## src/rtl/i2c_reg_slave.sv

```systemverilog
module i2c_reg_slave #(
  parameter int AW = 7,
  parameter logic [4:0] PREFIX = 5'b01011
) (
  input  logic          clk,
  input  logic          rst_n,
  input  logic [1:0]    addr_pin,
  input  logic          scl_in,
  input  logic          sda_in,
  output logic          sda_oe,
  output logic [AW-1:0] reg_addr,
  output logic [7:0]    reg_wdata,
  output logic          reg_wr,
  output logic          reg_rd,
  input  logic [7:0]    reg_rdata
);

  typedef enum logic [2:0] {S_IDLE, S_ADDR, S_AACK, S_WR, S_WACK, S_RD, S_RACK} state_t;

  state_t        state;
  logic [2:0]    scl_q, sda_q;
  logic [7:0]    sh;
  logic [3:0]    cnt;
  logic [AW-1:0] ptr;
  logic          rw, have_ptr, nack;

  wire scl_rise = scl_q[1] & ~scl_q[2];
  wire scl_fall = ~scl_q[1] & scl_q[2];
  wire start_det = scl_q[1] & scl_q[2] & sda_q[2] & ~sda_q[1];
  wire stop_det  = scl_q[1] & scl_q[2] & ~sda_q[2] & sda_q[1];

  assign reg_addr  = ptr;
  assign reg_wdata = sh;

  always_ff @(posedge clk or negedge rst_n) begin
    if (!rst_n) begin
      scl_q <= 3'b111;
      sda_q <= 3'b111;
    end else begin
      scl_q <= {scl_q[1:0], scl_in};
      sda_q <= {sda_q[1:0], sda_in};
    end
  end

  always_ff @(posedge clk or negedge rst_n) begin
    if (!rst_n) begin
      state <= S_IDLE; sh <= '0; cnt <= '0; ptr <= '0;
      rw <= 1'b0; have_ptr <= 1'b0; nack <= 1'b0;
      sda_oe <= 1'b0; reg_wr <= 1'b0; reg_rd <= 1'b0;
    end else begin
      reg_wr <= 1'b0;
      reg_rd <= 1'b0;
      if ((reg_wr || reg_rd) && ptr != '0) ptr <= ptr + 1'b1;
      if (reg_rd) begin
        sh     <= reg_rdata;
        sda_oe <= ~reg_rdata[7];
      end
      if (start_det) begin
        state <= S_ADDR; cnt <= '0; sda_oe <= 1'b0;
      end else if (stop_det) begin
        state <= S_IDLE; sda_oe <= 1'b0;
      end else begin
        case (state)
          S_ADDR, S_WR: begin
            if (scl_rise) begin
              sh  <= {sh[6:0], sda_q[1]};
              cnt <= cnt + 1'b1;
            end else if (scl_fall && cnt == 4'd8) begin
              if (state == S_ADDR) begin
                if (sh[7:1] == {PREFIX, addr_pin}) begin
                  rw <= sh[0]; sda_oe <= 1'b1; state <= S_AACK;
                end else begin
                  state <= S_IDLE;
                end
              end else begin
                if (!have_ptr) begin
                  ptr <= sh[AW-1:0]; have_ptr <= 1'b1;
                end else begin
                  reg_wr <= 1'b1;
                end
                sda_oe <= 1'b1; state <= S_WACK;
              end
            end
          end
          S_AACK: if (scl_fall) begin
            cnt <= '0; have_ptr <= 1'b0;
            if (rw) begin
              reg_rd <= 1'b1; state <= S_RD;
            end else begin
              sda_oe <= 1'b0; state <= S_WR;
            end
          end
          S_WACK: if (scl_fall) begin
            sda_oe <= 1'b0; cnt <= '0; state <= S_WR;
          end
          S_RD: if (scl_fall) begin
            if (cnt == 4'd7) begin
              sda_oe <= 1'b0; state <= S_RACK;
            end else begin
              sh <= {sh[6:0], 1'b0}; sda_oe <= ~sh[6]; cnt <= cnt + 1'b1;
            end
          end
          S_RACK: begin
            if (scl_rise) nack <= sda_q[1];
            else if (scl_fall) begin
              if (nack) state <= S_IDLE;
              else begin
                cnt <= '0; reg_rd <= 1'b1; state <= S_RD;
              end
            end
          end
          default: state <= S_IDLE;
        endcase
      end
    end
  end

  AST_STROBE_EXCL: assert property (@(posedge clk) disable iff (!rst_n) !(reg_wr && reg_rd));
  AST_WR_SINGLE: assert property (@(posedge clk) disable iff (!rst_n) reg_wr |=> !reg_wr);
  AST_PORT0_HOLD: assert property (@(posedge clk) disable iff (!rst_n) ((reg_wr || reg_rd) && reg_addr == '0) |=> reg_addr == '0);
  AST_PTR_STEP: assert property (@(posedge clk) disable iff (!rst_n) ((reg_wr || reg_rd) && reg_addr != '0) |=> reg_addr == AW'($past(reg_addr) + 1'b1));
  AST_STOP_FREE: assert property (@(posedge clk) disable iff (!rst_n) stop_det |=> !sda_oe);
  AST_IDLE_QUIET: assert property (@(posedge clk) disable iff (!rst_n) (state == S_IDLE && !start_det) |=> !sda_oe);

endmodule

```

## config.mk

```make
export PLATFORM = sky130hd
export DESIGN_NAME = i2c_reg_slave
export DESIGN_NICKNAME = d
export VERILOG_FILES = /design/src/rtl/i2c_reg_slave.sv
export SDC_FILE = /design/constraint.sdc
export NUM_CORES = 1
export LEC_CHECK = 0
export ABC_AREA = 1
export BUFFER_PORTS_ARGS = -buffer_cell sky130_fd_sc_hd__buf_2
export CAP_MARGIN = 0
export CELL_PAD_IN_SITES_DETAIL_PLACEMENT = 0
export CELL_PAD_IN_SITES_GLOBAL_PLACEMENT = 1
export CORE_MARGIN = 5
export CORE_UTILIZATION = 40
export DETAILED_ROUTE_END_ITERATION = 8
export PLACE_DENSITY_LB_ADDON = 0.1
export SLEW_MARGIN = 20
export SYNTH_ARGS = -nofsm -noshare
export SYNTH_HDL_FRONTEND = slang
export SYNTH_SLANG_ARGS = --single-unit
```

## constraint.sdc

```tcl
create_clock -name clk -period 2.1 [get_ports clk]
set_clock_uncertainty 0.15 [all_clocks]
set_input_delay 0.525 -clock clk [delete_from_list [all_inputs] [get_ports clk]]
set_output_delay 0.525 -clock clk [all_outputs]
set_load 0.05 [all_outputs]
```

After elaboration in Yosys (flattened, before gate mapping)
Cells that the tools add are included.

Word-level logic and storage cells: 145. Register bits: 34. Memories kept: 0. Output and inout port bits: 18. Bits in latches: 0. Memory bits (writable): 0. ROM bits: 0. Bits of input ports: 14.

Multiply operators: 0. Magnitude comparators: 0. Muxes and demuxes: 73. Shifts and indexed selects: 0. Reduce and logical (&&, ||, !) cells: 13. Add/sub/neg operators: 2. Equality and inequality tests: 29. Div/mod/pow operators: 0. Bitwise gates (word level): 16.

Operator list (number): two-way mux 7 bit (8); two-way mux 8 bit (6); two-way mux 3 bit (13); two-way mux 4 bit (9); != test 4 bit (second input constant) (8); two-way mux 1 bit (30); != test 3 bit (second input constant) (6); case mux 4 bit (4 select lines) (1); case mux 8 bit (2 select lines) (1); case mux 3 bit (5 select lines) (1); AND reduction 7 bit (2); != test 2 bit (second input constant) (5); == test 3 bit (second input constant) (3); inverter 1 bit (9); AND reduction 9 bit (1); AND reduction 8 bit (1); adder 7 x 1 -> 7 bit (second input constant) (1); AND 1 bit (7); == test 7 x 6 -> 1 bit (1); nonzero test 7 bit (1); == test 3 x 2 -> 1 bit (second input constant) (2); nonzero test 5 bit (1); adder 4 x 1 -> 4 bit (second input constant) (1); == test 4 x 3 -> 1 bit (second input constant) (1); 11 further kinds (14).

Logic depth before layout (Yosys ltp)
Depth after elaboration: 10. Mapped depth: 11. Depth with buffers taken out: 11.

Worst setup path before layout
No wires, ideal clock.

Kind: register -> register. Start: register ptr[0] (netlist: reg_addr[0]). End: register ptr[2] (netlist: reg_addr[2]). Data arrival time: 1587 ps. Stages on the path, launching flop included: 9. Data required time: 1832 ps. Setup time: 118 ps. Buffers on the path: 0. Setup slack: 245 ps. Clock period less this slack: 1855 ps. Cells stage by stage: dfrtp_1 -> inv_1 -> ha_1 -> nand4_1 -> nand2_2 -> inv_1 -> nand3_1 -> nand3_1 -> nand2_1.

Cells in the longest elaborated chain, start to end: 10. Elaborated cells between the ends (all ways): 11. Those cells by class: 1 x add/sub; 8 x mux; 2 x reduce/logical.

RTL lines: start: declaration (line 24) `logic [AW-1:0] ptr;`; start signal: assignment (line 53) `if ((reg_wr || reg_rd) && ptr != '0) ptr <= ptr + 1'b1;`; parallel branches: the longest is 2 deep, another holds adder 7 x 1 -> 7 bit; two-way mux 7 bit * (line 53); two-way mux 7 bit (line 76) `if (!have_ptr) begin`; two-way mux 7 bit (line 69) `if (state == S_ADDR) begin`; two-way mux 7 bit (line 68) `end else if (scl_fall && cnt == 4'd8) begin`; two-way mux 7 bit (line 65) `if (scl_rise) begin`; two-way mux 7 bit (line 63) `case (state)`; two-way mux 7 bit (line 60) `end else if (stop_det) begin`; two-way mux 7 bit * (line 58) `if (start_det) begin`.

Mark *: on every way between the ends. A chain may end at the register's enable or synchronous reset.

Worst setup path after layout
Start: register state[1]. End: register sh[2] (netlist: reg_wdata[2]).

Cells in the longest elaborated chain, start to end: 5. Elaborated cells between the ends (all ways): 7. Those cells by class: 3 x eq/ne; 3 x mux; 1 x reduce/logical.

RTL lines: start: declaration (line 20) `state_t state;`; start signal: assignment (line 47) `state <= S_IDLE; sh <= '0; cnt <= '0; ptr <= '0;`; start signal: assignment (line 59) `state <= S_ADDR; cnt <= '0; sda_oe <= 1'b0;`; start signal: assignment (line 61) `state <= S_IDLE; sda_oe <= 1'b0;`; == test 3 x 1 -> 1 bit / == test 3 x 2 -> 1 bit (equally long branches) (line 63); OR reduction 2 bit (line 63); case mux 8 bit (2 select lines) * (line 63); two-way mux 8 bit * (line 60); two-way mux 8 bit * (line 58); end signal: assignment (line 55) `sh <= reg_rdata;`; end signal: assignment (line 66) `sh <= {sh[6:0], sda_q[1]};`; end signal: assignment (line 100) `sh <= {sh[6:0], 1'b0}; sda_oe <= ~sh[6]; cnt <= cnt + 1'b1;`; end: declaration (line 22) `logic [7:0] sh;`.

Mark *: on every way between the ends. The rest lies on a longest branch, timed or not.

==> Flow_metrics.wiki <==
{| class="wikitable"
! Metric !! Value
|-
| Outcome || completed
|-
| Cell area after technology mapping || 2170 sq um
|-
| Static Leakage || 0.00137 uW
|-
| Floorplan die area || 7010 sq um
|-
| Worst slew margin relative to its limit || 71.5%
|-
| Critical-path cell with the highest stage delay || sky130_fd_sc_hd__dfrtp_1
|-
| Master cell of the clock root buffer || sky130_fd_sc_hd__clkbuf_8
|-
| Synthesis-to-layout area growth || 16.2%
|-
| Layout cell share with drive strength beyond 1 || 18.5%
|-
| Pre-Repair DR Iteration Count || 4
|-
| Final routed DRC violation total || 0
|-
| Most frequent CP cell || sky130_fd_sc_hd__nand2_2
|-
| Number of port buffers || 31
|-
| Area of placed instances || 2410 sq um
|-
| Clock latency on the worst-skew pair || 0.28 ns
|-
| Largest family of logic cells by synthesized area || simple AND/OR/NAND/NOR gates
|-
| Yosys top cell area share || 32.2%
|-
| Routed length per instance || 12.5 um
|-
| Height of the die || 83.7 um
|-
| Critical path type || reg -> reg
|-
| Buffers inserted during post-CTS setup optimization || 0
|-
| Total wire length after detailed routing || 5240 um
|-
| TritonCTS clock tree || done
|-
| Max frequency || 552 MHz
|-
| Required @ worst endpoint || 2.15 ns
|-
| Max-slew violations || 0
|-
| Total via count in the routed design || 1996
|-
| Area fraction in compound gates after synthesis || 8.23%
|-
| Category of cells accounting for the largest share of critical-path delay || simple AND/OR/NAND/NOR gates
|-
| Area share of and/or/nand/nor cells after synthesis || 39.0%
|-
| Worst hold path class || in -> async
|-
| Wire length of the first global-routing pass || 9190 um
|-
| CTS Hold Buffers Added || 0
|-
| Data arrival time of the critical path || 1.87 ns
|-
| Total half-perimeter wirelength after legalization and detailed placement || 4110 um
|-
| Sequential-to-total area share from yosys stat || 39.5%
|-
| CTS-repair resized insts || 0
|-
| Mean post-synth cell area || 6.92 sq um
|-
| Area inside the core boundary || 5200 sq um
|-
| Worst-case register-to-register setup slack || 0.29 ns
|-
| Clock slew at reported path FFs || 0.08 ns
|-
| Worst Setup Start Kind || flip-flop
|-
| Mux contribution to synthesized area || 1.38%
|-
| Post-route design area || 2520 sq um
|-
| Final net count || 368
|-
| Final critical delay including setup and external delays || 1.81 ns
|-
| Met2 Resource Use GR || 24.2%
|-
| Yosys synthesis warning count || 0
|-
| Kind of end point of the critical path || flip-flop
|-
| Ranking of synthesized cells by area || sky130_fd_sc_hd__dfrtp_1 32%, sky130_fd_sc_hd__nand2_1 17%, sky130_fd_sc_hd__nand3_1 8.1%
|-
| Routability cong. || 0.865
|-
| Maximum net fanout on the critical path || 17
|-
| Hold Vio Cnt, Final || 0
|-
| Pin count of the biggest net entering global routing || 19
|-
| Initial antenna violation count || 0
|-
| Post-Synthesis Cells || 314
|-
| Final sum of negative setup slack || 0 ns
|-
| Ports placed on the boundary || 32
|-
| Leftover overflow at the end of global routing || 0
|-
| Starting Density || 41.8%
|-
| Transition time at the pin with the least slew margin || 0.428 ns
|-
| Horiz. Die Dim || 83.7 um
|-
| CTS buffer count || 5
|-
| 1st-iter DRT viols || 94
|-
| Number of global-route vias before repair || 1939
|-
| Hold_ws || 0.0195 ns
|-
| GRT Max-Usage Layer || met2
|-
| Xor and xnor area share after synthesis || 1.21%
|-
| Total power divided by cell area || 766 nW/um^2
|-
| Antenna cell count || 0
|-
| TritonCTS Sinks || 34
|-
| Global Route met3 Usage || 3.36%
|-
| Post-synth net total || 332
|-
| Global routing met1 resource utilization || 22.7%
|-
| Final worst path period share || 86.2%
|-
| Synth Register Bits || 34
|-
| Setup repair after global routing missed its margin || no
|-
| Maximum cell stage delay along the critical path || 0.52 ns
|-
| Largest area contributor in the netlist || sky130_fd_sc_hd__dfrtp_1
|-
| Final number of setup-violating endpoints || 0
|-
| Maximum number of buffers from clock root to sink || 2
|-
| DRT antenna net count || 0
|-
| Number of buffers and inverters on the critical path || 0
|-
| Vias per inst || 4.74
|-
| Core utilization of the finished layout || 48.5%
|-
| Max rail drop VDD || 0.783 mV
|-
| Cell variety after synth || 31
|-
| Num rows || 26
|-
| # H-tree levels || 2
|-
| Tot GR Track Use || 15.8%
|-
| Critical path cell sequence || nor2_1 -> nand2_2 -> nand2_4 -> nand2_2 -> nand2_2 -> nand3_1 -> o21ai_1
|-
| Adder-cell share of the synthesized area || 2.30%
|-
| Max-capacitance violation count || 0
|}
[path summary, 6_finish.rpt]
| check | from | to | depth (start not counted) |
|---|---|---|---|
| setup / recovery | state[1]$_DFFE_PN0P_ | reg_wdata[2]$_DFF_PN0_ | 7 |
| hold / removal | rst_n | cnt[2]$_DFFE_PN0P_ | 1 |
| setup reg to reg | state[1]$_DFFE_PN0P_ | reg_wdata[2]$_DFF_PN0_ | 7 |
| hold reg to reg | scl_q[0]$_DFF_PN1_ | scl_q[1]$_DFF_PN1_ | 0 |
| max in group asynchronous | rst_n | reg_addr[0]$_DFF_PN0_ | 2 |
| min in group clk | sda_in | sda_q[0]$_DFF_PN1_ | 1 |
[routing by layer]
metal | up-vias | wire [um]
met5 | - | 0
met4 | 0 | 33
met3 | 4 | 176
met2 | 24 | 2350
met1 | 904 | 2690
li1 | 1064 | -
[metrics by stage]
| stage | power [uW] | setup WS [ns] | std cells |
|---|---|---|---|
| after floorplan | 1220 | 0.245 | 314 |
| after global placement | 1380 | 0.255 | 413 |
| after detailed placement | 1390 | 0.284 | 413 |
| after CTS | 1960 | 0.276 | 421 |
| after global routing | 2050 | 0.0944 | 421 |
| final | 1930 | 0.289 | 421 |
[power breakdown]
part           total [uW]  internal, uW  switching (uW)  leakage, uW
sequential            842           743            98.7     0.000439
clock                 569           331             238    0.0000575
combinational         522           132             390     0.000870
total                1930          1210             726      0.00137
[logic make-up after synthesis]
family                     count (synthesis)
AOI/OAI and AO/OA                         32
muxes                                      3
and+or+nand+nor                          193
DFF                                       34
xor gates and xnor gates                   3
buffers and inverters                     45
adders and majority gates                  4
[synth_stat cells, drive strengths merged]
| cell type | instances |
|---|---|
| o21a | 1 |
| nand2 | 108 |
| nor4 | 1 |
| dfstp | 6 |
| inv | 41 |
| nor4b | 1 |
| mux2i | 3 |
| ha | 4 |
| nand3 | 37 |
| a21oi | 6 |
| or2 | 1 |
| o22ai | 1 |
| o21ai | 23 |
| xnor2 | 1 |
| buf | 4 |
| nand4 | 4 |
| nor3 | 1 |
| nor2 | 40 |
| o2111ai | 1 |
| dfrtp | 28 |
| xor2 | 2 |
[layout by cell type, fill, tap and decap left out, types with 3 or more instances in the layout]
cell and instances:
sky130_fd_sc_hd__nand2_2 6, sky130_fd_sc_hd__nand3_1 35, sky130_fd_sc_hd__buf_2 31, sky130_fd_sc_hd__mux2i_1 3, sky130_fd_sc_hd__a21oi_1 5, sky130_fd_sc_hd__nor2_2 3, sky130_fd_sc_hd__nand4_1 4, sky130_fd_sc_hd__o21ai_0 15
sky130_fd_sc_hd__dfrtp_1 28, sky130_fd_sc_hd__nand2_1 100, sky130_fd_sc_hd__inv_1 39, sky130_fd_sc_hd__o21ai_1 8, sky130_fd_sc_hd__ha_1 4, sky130_fd_sc_hd__dfstp_2 6, sky130_fd_sc_hd__clkbuf_8 8, sky130_fd_sc_hd__nor2_1 36
[registers in the layout (all words and copies together), names as in the netlist]
register	count
have_ptr	1
rw	1
reg_wdata	8
reg_addr	7
state	3
reg_rd	1
sda_q	3
sda_oe	1
nack	1
cnt	4
scl_q	3
reg_wr	1
[final cells by class]
| type | count | area [sq um] |
|---|---|---|
| Clock buffer | 8 | 110 |
| Fill cell | 570 | 2680 |
| Inverter | 41 | 154 |
| Multi-Input combinational cell | 235 | 1130 |
| Sequential cell | 34 | 858 |
| Tap cell | 70 | 87.6 |
| Timing Repair Buffer | 33 | 183 |
Power figures use the tool's default switching activity.
